`src/rtl/otp_seq_pkg.sv`:
```
package otp_seq_pkg;

  typedef enum logic [2:0] {
    ST_IDLE,
    ST_SETUP,
    ST_PULSE,
    ST_VERIFY,
    ST_EXTRA,
    ST_DONE
  } seq_state_t;

endpackage

```
`src/rtl/otp_seq_timer.sv`:
```
// Loadable down-counter that marks the final cycle of a pulse window.
module otp_seq_timer #(
  parameter int TW = 8
) (
  input  logic          clk,
  input  logic          rst_n,
  input  logic          load,
  input  logic [TW-1:0] load_val,
  input  logic          run,
  output logic          last
);

  logic [TW-1:0] cnt_q, cnt_d;

  always_comb begin
    cnt_d = cnt_q;
    if (load) begin
      cnt_d = load_val;
    end else if (run && (cnt_q != '0)) begin
      cnt_d = cnt_q - 1'b1;
    end
  end

  always_ff @(posedge clk or negedge rst_n) begin
    if (!rst_n) begin
      cnt_q <= '0;
    end else begin
      cnt_q <= cnt_d;
    end
  end

  assign last = run && (cnt_q == TW'(1));

endmodule

```
`src/rtl/otp_seq_addr.sv`:
```
// Range stepper: walks first..last, then optionally the initialization word.
module otp_seq_addr #(
  parameter int ADDR_W = 4
) (
  input  logic              clk,
  input  logic              rst_n,
  input  logic              load,
  input  logic [ADDR_W-1:0] first_in,
  input  logic [ADDR_W-1:0] last_in,
  input  logic              incl_in,
  input  logic              step,
  output logic [ADDR_W-1:0] addr,
  output logic              init_sel,
  output logic              at_end
);

  logic [ADDR_W-1:0] addr_q, addr_d, end_q, end_d;
  logic              incl_q, incl_d, init_q, init_d;
  logic              on_last;

  assign on_last = (addr_q == end_q);

  always_comb begin
    addr_d = addr_q;
    end_d  = end_q;
    incl_d = incl_q;
    init_d = init_q;
    if (load) begin
      addr_d = first_in;
      end_d  = last_in;
      incl_d = incl_in;
      init_d = 1'b0;
    end else if (step) begin
      if (on_last && !init_q) begin
        init_d = 1'b1;
      end else begin
        addr_d = addr_q + 1'b1;
      end
    end
  end

  always_ff @(posedge clk or negedge rst_n) begin
    if (!rst_n) begin
      addr_q <= '0;
      end_q  <= '0;
      incl_q <= 1'b0;
      init_q <= 1'b0;
    end else begin
      addr_q <= addr_d;
      end_q  <= end_d;
      incl_q <= incl_d;
      init_q <= init_d;
    end
  end

  assign addr     = addr_q;
  assign init_sel = init_q;
  assign at_end   = on_last && (!incl_q || init_q);

endmodule

```
`src/rtl/otp_pgm_seq.sv`:
```
module otp_pgm_seq #(
  parameter int ADDR_W    = 4,
  parameter int DATA_W    = 8,
  parameter int PULSE_CYC = 200000,
  parameter int MAX_TRY   = 5,
  parameter int MULT      = 1
) (
  input  logic              clk,
  input  logic              rst_n,
  input  logic              start,
  input  logic [ADDR_W-1:0] first_addr,
  input  logic [ADDR_W-1:0] last_addr,
  input  logic              incl_init,
  input  logic [DATA_W-1:0] src_data,
  input  logic              vfy_ok,
  output logic [ADDR_W-1:0] addr,
  output logic              init_sel,
  output logic [DATA_W-1:0] pgm_data,
  output logic              prog_pulse,
  output logic              verify_stb,
  output logic              done,
  output logic              fail,
  output logic [ADDR_W-1:0] fail_addr
);

  import otp_seq_pkg::*;

  localparam int TW    = $clog2(MAX_TRY * PULSE_CYC * MULT + 1);
  localparam int TRY_W = $clog2(MAX_TRY + 1);

  // reset: asserted asynchronously, released after two clock edges
  logic [1:0] rsync_q;
  logic       rst_int_n;

  always_ff @(posedge clk or negedge rst_n) begin
    if (!rst_n) begin
      rsync_q <= '0;
    end else begin
      rsync_q <= {rsync_q[0], 1'b1};
    end
  end

  assign rst_int_n = rsync_q[1];

  seq_state_t        state_q, state_d;
  logic [TRY_W-1:0]  tries_q, tries_d;
  logic [TW-1:0]     acc_q, acc_d;
  logic [DATA_W-1:0] data_q, data_d;
  logic              fail_q, fail_d;
  logic [ADDR_W-1:0] faddr_q, faddr_d;

  logic              tmr_load, tmr_last, tmr_run;
  logic [TW-1:0]     tmr_val;
  logic              ad_load, ad_step, ad_end;

  assign tmr_run = (state_q == ST_PULSE) || (state_q == ST_EXTRA);

  otp_seq_timer #(.TW(TW)) u_timer (
    .clk      (clk),
    .rst_n    (rst_int_n),
    .load     (tmr_load),
    .load_val (tmr_val),
    .run      (tmr_run),
    .last     (tmr_last)
  );

  otp_seq_addr #(.ADDR_W(ADDR_W)) u_addr (
    .clk      (clk),
    .rst_n    (rst_int_n),
    .load     (ad_load),
    .first_in (first_addr),
    .last_in  (last_addr),
    .incl_in  (incl_init),
    .step     (ad_step),
    .addr     (addr),
    .init_sel (init_sel),
    .at_end   (ad_end)
  );

  always_comb begin
    state_d  = state_q;
    tries_d  = tries_q;
    acc_d    = acc_q;
    data_d   = data_q;
    fail_d   = fail_q;
    faddr_d  = faddr_q;
    tmr_load = 1'b0;
    tmr_val  = TW'(PULSE_CYC);
    ad_load  = 1'b0;
    ad_step  = 1'b0;
    case (state_q)
      ST_IDLE: begin
        if (start) begin
          state_d = ST_SETUP;
          ad_load = 1'b1;
          fail_d  = 1'b0;
        end
      end
      ST_SETUP: begin
        state_d  = ST_PULSE;
        tmr_load = 1'b1;
        tries_d  = '0;
        acc_d    = '0;
        data_d   = src_data;
      end
      ST_PULSE: begin
        if (tmr_last) begin
          state_d = ST_VERIFY;
          tries_d = tries_q + 1'b1;
          acc_d   = acc_q + TW'(PULSE_CYC);
        end
      end
      ST_VERIFY: begin
        if (vfy_ok) begin
          state_d  = ST_EXTRA;
          tmr_load = 1'b1;
          tmr_val  = TW'(MULT) * acc_q;
        end else if (tries_q == TRY_W'(MAX_TRY)) begin
          state_d = ST_IDLE;
          fail_d  = 1'b1;
          faddr_d = addr;
        end else begin
          state_d  = ST_PULSE;
          tmr_load = 1'b1;
        end
      end
      ST_EXTRA: begin
        if (tmr_last) begin
          if (ad_end) begin
            state_d = ST_DONE;
          end else begin
            state_d = ST_SETUP;
            ad_step = 1'b1;
          end
        end
      end
      ST_DONE: state_d = ST_IDLE;
      default: state_d = ST_IDLE;
    endcase
  end

  always_ff @(posedge clk or negedge rst_int_n) begin
    if (!rst_int_n) begin
      state_q <= ST_IDLE;
      tries_q <= '0;
      acc_q   <= '0;
      data_q  <= '0;
      fail_q  <= 1'b0;
      faddr_q <= '0;
    end else begin
      state_q <= state_d;
      tries_q <= tries_d;
      acc_q   <= acc_d;
      data_q  <= data_d;
      fail_q  <= fail_d;
      faddr_q <= faddr_d;
    end
  end

  assign prog_pulse = tmr_run;
  assign verify_stb = (state_q == ST_VERIFY);
  assign done       = (state_q == ST_DONE);
  assign fail       = fail_q;
  assign fail_addr  = faddr_q;
  assign pgm_data   = data_q;

endmodule

```
`config.mk`:
```
export PLATFORM = sky130hd
export DESIGN_NAME = otp_pgm_seq
export DESIGN_NICKNAME = d
export VERILOG_FILES = /design/src/rtl/otp_seq_pkg.sv /design/src/rtl/otp_seq_timer.sv /design/src/rtl/otp_seq_addr.sv /design/src/rtl/otp_pgm_seq.sv
export SDC_FILE = /design/constraint.sdc
export NUM_CORES = 1
export LEC_CHECK = 0
export ABC_CLOCK_PERIOD_IN_PS = 4000
export BUFFER_PORTS_ARGS = -buffer_cell sky130_fd_sc_hd__buf_4
export CORE_ASPECT_RATIO = 0.6
export CORE_MARGIN = 8
export CORE_UTILIZATION = 51
export CTS_CLUSTER_DIAMETER = 50
export DETAILED_ROUTE_END_ITERATION = 8
export GPL_TIMING_DRIVEN = 0
export PLACE_DENSITY = 0.7
export SYNTH_ARGS = -nofsm -noshare
export SYNTH_HDL_FRONTEND = slang
export SYNTH_HIERARCHICAL = 1
export SYNTH_SLANG_ARGS = --single-unit
```
`constraint.sdc`:
```
create_clock -name clk -period 4 [get_ports clk]
set_input_delay 0.6 -clock clk [delete_from_list [all_inputs] [get_ports clk]]
set_output_delay 0.6 -clock clk [all_outputs]
set_load 0.03 [all_outputs]
```
After elaboration in Yosys (flattened, before gate mapping)
Index checks and enable logic that the tools add are counted.
Word-level totals
  bits of input ports: 21
  output and inout port bits: 21
  bits in registers: 71
Cells by class
  reductions and logical operators: 21
  $add $sub $neg: 4
  equality and inequality tests: 14
  bitwise gates (word level): 1
  mux-type cells: 33
Operator list (number)
  $mux 20: 5
  $pmux 20 s2: 1
  $add 20x18->20 const B: 1
  $eq 20x1->1 const B: 1
  $reduce_bool 20->1: 1
  $sub 20x1->20 const B: 1
  $mux 3: 6
  $pmux 3 s5: 1
  $mux 1: 13
  $mux 4: 3
  $ne 2x2->1 const B: 5
  $reduce_bool 2->1: 5
  $eq 3x3->1 const B: 3
  $eq 3x2->1 const B: 2
  $pmux 3 s2: 1
  $reduce_and 2->1: 3
  $reduce_and 3->1: 2
  $add 4x1->4 const B: 1
  $eq 4x4->1: 1
  $logic_and 1x1->1: 4
  $pmux 1 s2: 2
  $reduce_and 4->1: 1
  $add 3x1->3 const B: 1
  $eq 3x1->1 const B: 1
  other kinds (6): 8

Logic depth before layout (Yosys ltp)
Gate-level depths: netlist (run 1).
  word-level depth: 8
  gate-level depth with buffers: 13

Hierarchy
The synthesis (run 1) kept the hierarchy.
By module, submodules not included
  otp_pgm_seq: cells each 213, times used 1, area an instance 1895.6 µm²
  otp_seq_timer: cells each 147, times used 1, area an instance 1342.5 µm²
  otp_seq_addr: cells each 43, times used 1, area an instance 520.5 µm²

Least setup slack after synthesis (run 1)
No wires, ideal clock.
  path kind: register -> register
  start point: reg state_q[2]
  end point: reg acc_q[17]
  path buffers: 6
  setup time: 0.078 ns
  arrival: 3.135 ns
  cell stages (with the launch flop): 14
  setup slack: 0.786 ns
  data required time: 3.922 ns
  cells stage by stage: dfrtp_1 buf_6 clkbuf_1 xnor2_1 nor2_1 clkbuf_1 and4_1 clkbuf_2 nand4bb_1 clkbuf_1 and2_4 buf_6 or4_1 a21oi_1
Between the ends
  word-level cells in the longest chain between the ends: 5
Ends and longest elaborated chain
  start: declaration: RTL line otp_pgm_seq.sv:45  | seq_state_t state_q, state_d;
  start signal: assignment: RTL line otp_pgm_seq.sv:151  | state_q <= state_d;
  $eq 3x2->1 or $eq 3x3->1 (tied branches): RTL line otp_pgm_seq.sv:56  | assign tmr_run = (state_q == ST_PULSE) || (state_q == ST_EXTRA);
  $logic_or 1x1->1 (*): RTL line otp_pgm_seq.sv:56
  net prog_pulse: RTL line otp_pgm_seq.sv:19  | output logic prog_pulse,
  $logic_and 1x1->1 (*): RTL line otp_seq_timer.sv:32  | assign last = run && (cnt_q == TW'(1));
  net tmr_last: RTL line otp_pgm_seq.sv:52  | logic tmr_load, tmr_last, tmr_run;
  $ne 2x2->1 (no line) (*)
  $reduce_and 2->1 (no line) (*)
  end signal: assignment: RTL line otp_pgm_seq.sv:146  | acc_q <= '0;
  end signal: assignment: RTL line otp_pgm_seq.sv:153  | acc_q <= acc_d;
  end: declaration: RTL line otp_pgm_seq.sv:47  | logic [TW-1:0] acc_q, acc_d;
Mark *: on every way through the listed nets, which the timed path passes. The rest lies on a longest branch.
A chain may end at the register's enable or synchronous reset.

Worst setup path after layout (run 1)
  start point: reg state_q[2]
  end point: reg acc_q[17]
Between the ends
  word-level cells in the longest chain between the ends: 5
Ends and longest elaborated chain (RTL line)
  $eq 3x2->1 or $eq 3x3->1 (tied branches): otp_pgm_seq.sv:56
  $logic_or 1x1->1 (*): otp_pgm_seq.sv:56
  $logic_and 1x1->1 (*): otp_seq_timer.sv:32
  net tmr_last: otp_pgm_seq.sv:52
  $ne 2x2->1 (no line) (*)
  $reduce_and 2->1 (no line) (*)
Marked as above.

==> metrics, run 1 <==
status=completed; CTS Buffer Depth=2; Crit path required time=4.25 ns; slowest CP cell=or4_1; RSZ-0062 raised after global routing=no; Placed Instance Area=4200 um2; critical path's largest stage delay=0.47 ns; skew final=0.00389 ns; Ports=42; routed vias=3237; detailed placement HPWL=6.80 mm; Ant. Diodes=0; clk root buf=clkbuf_16; Most used DFF post-synth=dfrtp_1; multi-input logic area=1970 um2; core area=7210 um2; Die Ht=82.5 um; CTS tree=done; Post-Synthesis Cell Area=3760 um2; finished layout cell area=4500 um2; ys async rst share=1.00; yosys synthesis warning count=6; Overflow after GRT=0; Die Width=127 um; Setup crit end kind=register; WHS=0.0443 ns; fmax=0.286 GHz; initial antenna violation count=0; final core utilization=0.624; RePlAce Congestion=0.907; # fillers=628; cell taking the most area after synthesis=dfrtp_1; post-layout min period=3.50 ns; Initial Utilization=0.522; Worst-Skew Late Latency=0.33 ns; endpoints failing hold=0; register bit total from synthesis=65; Cells after Synth=403; crit share post-route=0.875; Avg WL per Cell=17.0 um; vias in the first global route=3056; CP Data Arrival Time=3.75 ns; max_slew headroom=0.151; register area share after synthesis=0.433; maxcap violations=0; die area=10500 um2; Final #Nets=488; setup_tns=0 ns; critical path class=register to register; Row Count=24; # resized after CTS=0; post-route ant nets=0; CTS Buf Count=9; Sequential Area=1630 um2; worst reg-to-reg setup slack=0.50 ns; Post-synth EDFFs=0; DRC=0; DRT Wirelength=9.45 mm; syn avg cell area=9.33 um2; DRT iter0 DRCs=339; total global-route track usage=0.190; share of the synthesized area in the top cell type=0.433; Tightest Pin Transition=1.26 ns; Max H-tree Level=3; crit start category=register; final number of max-transition violations=0; DR pass1 iterations=5; Synth area leaders=dfrtp_1 (43%), nand2_1 (5.9%), mux2_2 (4.2%), nor2_1 (3.1%), xnor2_1 (3.0%); CTS clk-pin slew, worst paths=0.05 ns; final count of negative-setup-slack endpoints=0; first-pass GRT wire length=15.7 mm; crit-path cells=buf_6, clkbuf_1, xnor2_1, nor2_1, clkbuf_1, and4_1, clkbuf_2, nand4bb_1, clkbuf_1, and2_4, buf_6, or4_1, a21oi_1; post-synthesis cell type count=65; clk sinks=65; maximum vdd drop=0.438 mV; Layout area overhead=19.7%; I/O Buffers=41; most used cell, CP=clkbuf_1; post-DR vias/cell=5.82; Leak=1.98 nW; pwr dens=721 nW/um2; largest net degree at the start of global routing=64; cts hold-fix bufs=0; layout cells sized above 1=0.202; Hold WC Path Type=primary input to async pin; CP Max Fanout=10; # Post-CTS Setup Buffers=0
==> layout make-up <==
class,count,area share
Multi-Input combinational cell,307,0.438
Sequential cell,65,0.362
Timing Repair Buffer,41,0.0684
Clock buffer,11,0.0539
Buffer,23,0.0292
Tap cell,91,0.0253
Clock inverter,5,0.0122
Inverter,13,0.0108
==> routing by layer <==
metal / routed length (um) / GRT usage
met1: 4780 / 0.273
met2: 3790 / 0.260
met3: 751 / 0.0628
met4: 129 / 0.0684
met5: 0 / 0
==> flip-flops by register name, summed over array words and instances, names as in the netlist, 2 cells and up <==
register,cells
rsync_q,2
acc_q,14
fail_addr,4
pgm_data,8
u_timer/cnt_q,20
u_addr/addr,4
state_q,3
u_addr/end_q,4
tries_q,3
==> path summary, 6_finish.rpt <==
check                           startpoint                to  cells after the start
worst max register to register  state_q[2]         acc_q[17]                     13
worst min-delay path                 rst_n        rsync_q[0]                      1
worst max-delay path            state_q[2]         acc_q[17]                     13
worst min register to register  rsync_q[0]        rsync_q[1]                      0
max in group asynchronous       rsync_q[1]  u_timer/cnt_q[4]                      0
min in group clk                rsync_q[0]        rsync_q[1]                      0
==> cells in the final DEF, fill, tap and decap left out, types with 3 or more instances in the layout <==
cell type	synthesis	final
nand2_1	59	59
nand4_1	7	7
inv_1	13	13
conb_1	2	7
o21ai_0	19	19
a31oi_1	6	6
a21oi_2	3	3
and3_1	9	9
nor4_1	4	4
dfrtp_1	65	64
o31ai_1	5	5
nor3b_1	3	3
xor2_1	11	11
a21oi_1	21	21
xnor2_1	13	13
o21ai_1	6	6
nor4_4	3	3
buf_6	3	3
ha_1	7	7
buf_4	2	43
nor3_1	7	7
mux2_1	4	4
nor2_1	31	31
a22oi_1	3	3
mux2_2	14	14
nand2b_1	8	8
o22ai_1	4	4
clkbuf_16	0	9
nand3_1	9	9
a211oi_1	4	4
or4_1	3	3
clkbuf_1	14	15
==> cell usage after synthesis (5+ instances only) <==
cell and instances:
nor2_1 31, nand4_1 7, inv_1 13, and3_1 9, nor3_1 7, clkbuf_1 14, nand2b_1 8, nand3_1 9
o21ai_1 6, mux2_2 14, o21ai_0 19, ha_1 7, xor2_1 11, a21oi_1 21, nand2_1 59, xnor2_1 13
dfrtp_1 65, a31oi_1 6, o31ai_1 5
==> cells by family after synthesis <==
family / synth area share
AND/OR/NAND/NOR: 0.226
AO/OA/AOI/OAI: 0.155
flip-flops: 0.433
buffers and inverters: 0.0479
XOR/XNOR: 0.0559
multiplexers: 0.0566
adder cells (fa/ha/maj): 0.0233
other: 0.00200
==> critical path: cells and delay by family, from the launching register on <==
family | cells | cell delay [ns]
buf+inv | 6 | 1.49
simple gates | 5 | 1.28
flops | 1 | 0.35
compound gates | 1 | 0.16
xor+xnor | 1 | 0.12
==> power breakdown <==
group	switching (mW)	internal, mW
Sequential	0.264	0.877
Combinational	0.806	0.524
Clock	0.280	0.497
==> stage by stage <==
| stage | std cells | power (mW) | setup WS (ns) |
|---|---|---|---|
| after global placement | 540 | 2.42 | 0.603 |
| after CTS | 556 | 3.25 | 0.547 |
| after detailed placement | 540 | 2.46 | 0.568 |
| final | 556 | 3.25 | 0.501 |
| after floorplan | 408 | 2.05 | 0.786 |
| after global routing | 556 | 3.44 | 0.197 |
Power figures use the tool's default switching activity.
==> inputs of run 2 (changes only) <==
--- a/config.mk
+++ b/config.mk
@@ -6,11 +6,11 @@
 export NUM_CORES = 1
 export LEC_CHECK = 0
 export ABC_CLOCK_PERIOD_IN_PS = 4000
-export BUFFER_PORTS_ARGS = -buffer_cell sky130_fd_sc_hd__buf_4
+export BUFFER_PORTS_ARGS = -buffer_cell sky130_fd_sc_hd__buf_2
 export CORE_ASPECT_RATIO = 0.6
 export CORE_MARGIN = 8
 export CORE_UTILIZATION = 51
-export CTS_CLUSTER_DIAMETER = 50
+export CTS_CLUSTER_DIAMETER = 60
 export DETAILED_ROUTE_END_ITERATION = 8
 export GPL_TIMING_DRIVEN = 0
 export PLACE_DENSITY = 0.7
@@ -18,3 +18,4 @@
 export SYNTH_HDL_FRONTEND = slang
 export SYNTH_HIERARCHICAL = 1
 export SYNTH_SLANG_ARGS = --single-unit
+export TNS_END_PERCENT = 50
==> run 2 against run 1 <==
Compared with the run above: register-to-register slack got worse by 0.02 ns; sequential power about the same; cell area decreased by 2.6%; critical path type unchanged; largest cell class unchanged; largest power group unchanged.
==> metrics, run 2 (same netlist as run 1, synthesis figures left out) <==
die area=10500 um2 (unchanged); final count of negative-setup-slack endpoints=0 (unchanged); Worst-Skew Late Latency=0.33 ns (about the same); commonest non-fill, non-tap cell in the layout=dfrtp_1; core area=7210 um2 (unchanged); post-layout min period=3.52 ns (+0.0175 ns); maximum vdd drop=0.488 mV (+11%); routed vias=3230 (-0.22%); DRT Wirelength=9.45 mm (about the same); Die Width=127 um (unchanged); crit share post-route=0.879 (+0.00437); final number of max-transition violations=0 (unchanged); GRT met3 Usage=0.0622 (-0.000641); Ports=42 (unchanged); status=completed; Ant. Diodes=0 (unchanged); placed cell count=540 (unchanged); max FFs per register=20 (unchanged); post-DR vias/cell=5.81 (-0.22%); initial antenna violation count=0 (unchanged); cts hold-fix bufs=0 (unchanged); detailed placement HPWL=6.85 mm (+0.75%); CTS Buf Count=9 (unchanged); fmax=0.284 GHz (-0.50%); DRT iter0 DRCs=322 (-5.0%); most frequent cells in the layout=dfrtp_1 (64), nand2_1 (59), buf_2 (43); Setup crit end kind=register; Worst Setup SP=state_q[2]; # Post-CTS Setup Buffers=0 (unchanged); clk root buf=clkbuf_16; maxcap violations=0 (unchanged); RSZ-0062 raised after global routing=no; Layout area overhead=16.7%; Placed Instance Area=4100 um2 (-2.4%); Tightest Pin Transition=1.22 ns (-0.0374 ns); finished layout cell area=4390 um2 (-2.6%); Row Count=24 (unchanged); Most flops, register=u_timer/cnt_q; min setup slack post-route=0.484 ns (-0.0175 ns); largest net degree at the start of global routing=64 (unchanged); I/O Buffers=41 (unchanged); clk sinks=65 (unchanged); vias in the first global route=3173 (+3.8%); grt met1 use=0.281 (+0.00882); GR peak layer=met1; endpoints failing hold=0 (unchanged); Initial Utilization=0.522 (unchanged); max_slew headroom=0.176 (+0.0253); CTS tree=done; Setup Slack @ Placement=0.544 ns (-0.0246 ns); total global-route track usage=0.196 (+0.00548); post-route insts no fill=556 (unchanged); first-pass GRT wire length=16.1 mm (+2.5%); setup_tns=0 ns (unchanged); RePlAce Congestion=0.888 (-2.2%); WHS=0.0395 ns (-0.00484 ns); CTS Buffer Depth=2 (unchanged); Final #Nets=488 (unchanged); CP Max Fanout=10 (unchanged); Leak=1.95 nW (-1.1%); CTS clk-pin slew, worst paths=0.05 ns (about the same); pwr dens=721 nW/um2 (about the same); post-route ant nets=0 (unchanged); met2 Use GR=0.269 (+0.00898); Crit path required time=4.25 ns (about the same); CP Data Arrival Time=3.77 ns (+0.02 ns); Die Ht=82.5 um (unchanged); # resized after CTS=0 (unchanged); skew final=0.00514 ns (+0.00126 ns); Critical R2R Launch=state_q[2]; Avg WL per Cell=17.0 um (about the same); crit start category=register; DRC=0 (unchanged); DR pass1 iterations=5 (unchanged); Hold WC Path Type=primary input to async pin; Overflow after GRT=0 (unchanged); Max H-tree Level=3 (unchanged); layout cells sized above 1=0.202 (unchanged); critical path class=register to register
-- run 2: layout make-up --
cell class	instances	area, um2
multi-input cells	307	1970
well taps	91	114
inverters	13	48.8
plain buffers	23	131
clock buffers	13	270
repair buffers	41	205
clock inverters	3	15.0
fillers	634	2820
flip-flops and latches	65	1630
-- run 2: path summary, 6_finish.rpt --
check | end | slack (ns) | cells after the start
min in group clk | rsync_q[1] | 0.36 | 0
max reg2reg | acc_q[17] | 0.48 | 13
max in group asynchronous | u_timer/cnt_q[13] | 3.03 | 0
min | rsync_q[1] | 0.04 | 1
min reg2reg | rsync_q[1] | 0.36 | 0
max | acc_q[17] | 0.48 | 13
-- run 2: layer usage --
layer	routed length, um	vias up
met1	4800	1566
met2	3820	107
met4	128	0
met3	700	13
li1	-	1544
met5	0	-
-- run 2: critical path, cell delays in order, from the launching register on --
cell       delay [ns]
dfrtp_1          0.35
buf_6            0.15
clkbuf_1         0.37
xnor2_1          0.11
nor2_1           0.21
clkbuf_1         0.40
and4_1           0.27
clkbuf_2         0.21
nand4bb_1        0.15
clkbuf_1         0.23
and2_4           0.22
buf_6            0.12
or4_1            0.46
a21oi_1          0.17
-- run 2: through the flow --
step / total power, mW / util
5_1_grt: 3.37 / 0.609
3_5_place_dp: 2.41 / 0.569
6_report: 3.16 / 0.609
2_1_floorplan: 2.05 / -
3_3_place_gp: 2.36 / 0.568
4_1_cts: 3.17 / 0.609
-- run 2: report_power, final --
part / internal [mW] / switching, mW / total, mW
clock: 0.467 / 0.277 / 0.744
sequential: 0.877 / 0.262 / 1.14
combinational: 0.478 / 0.803 / 1.28
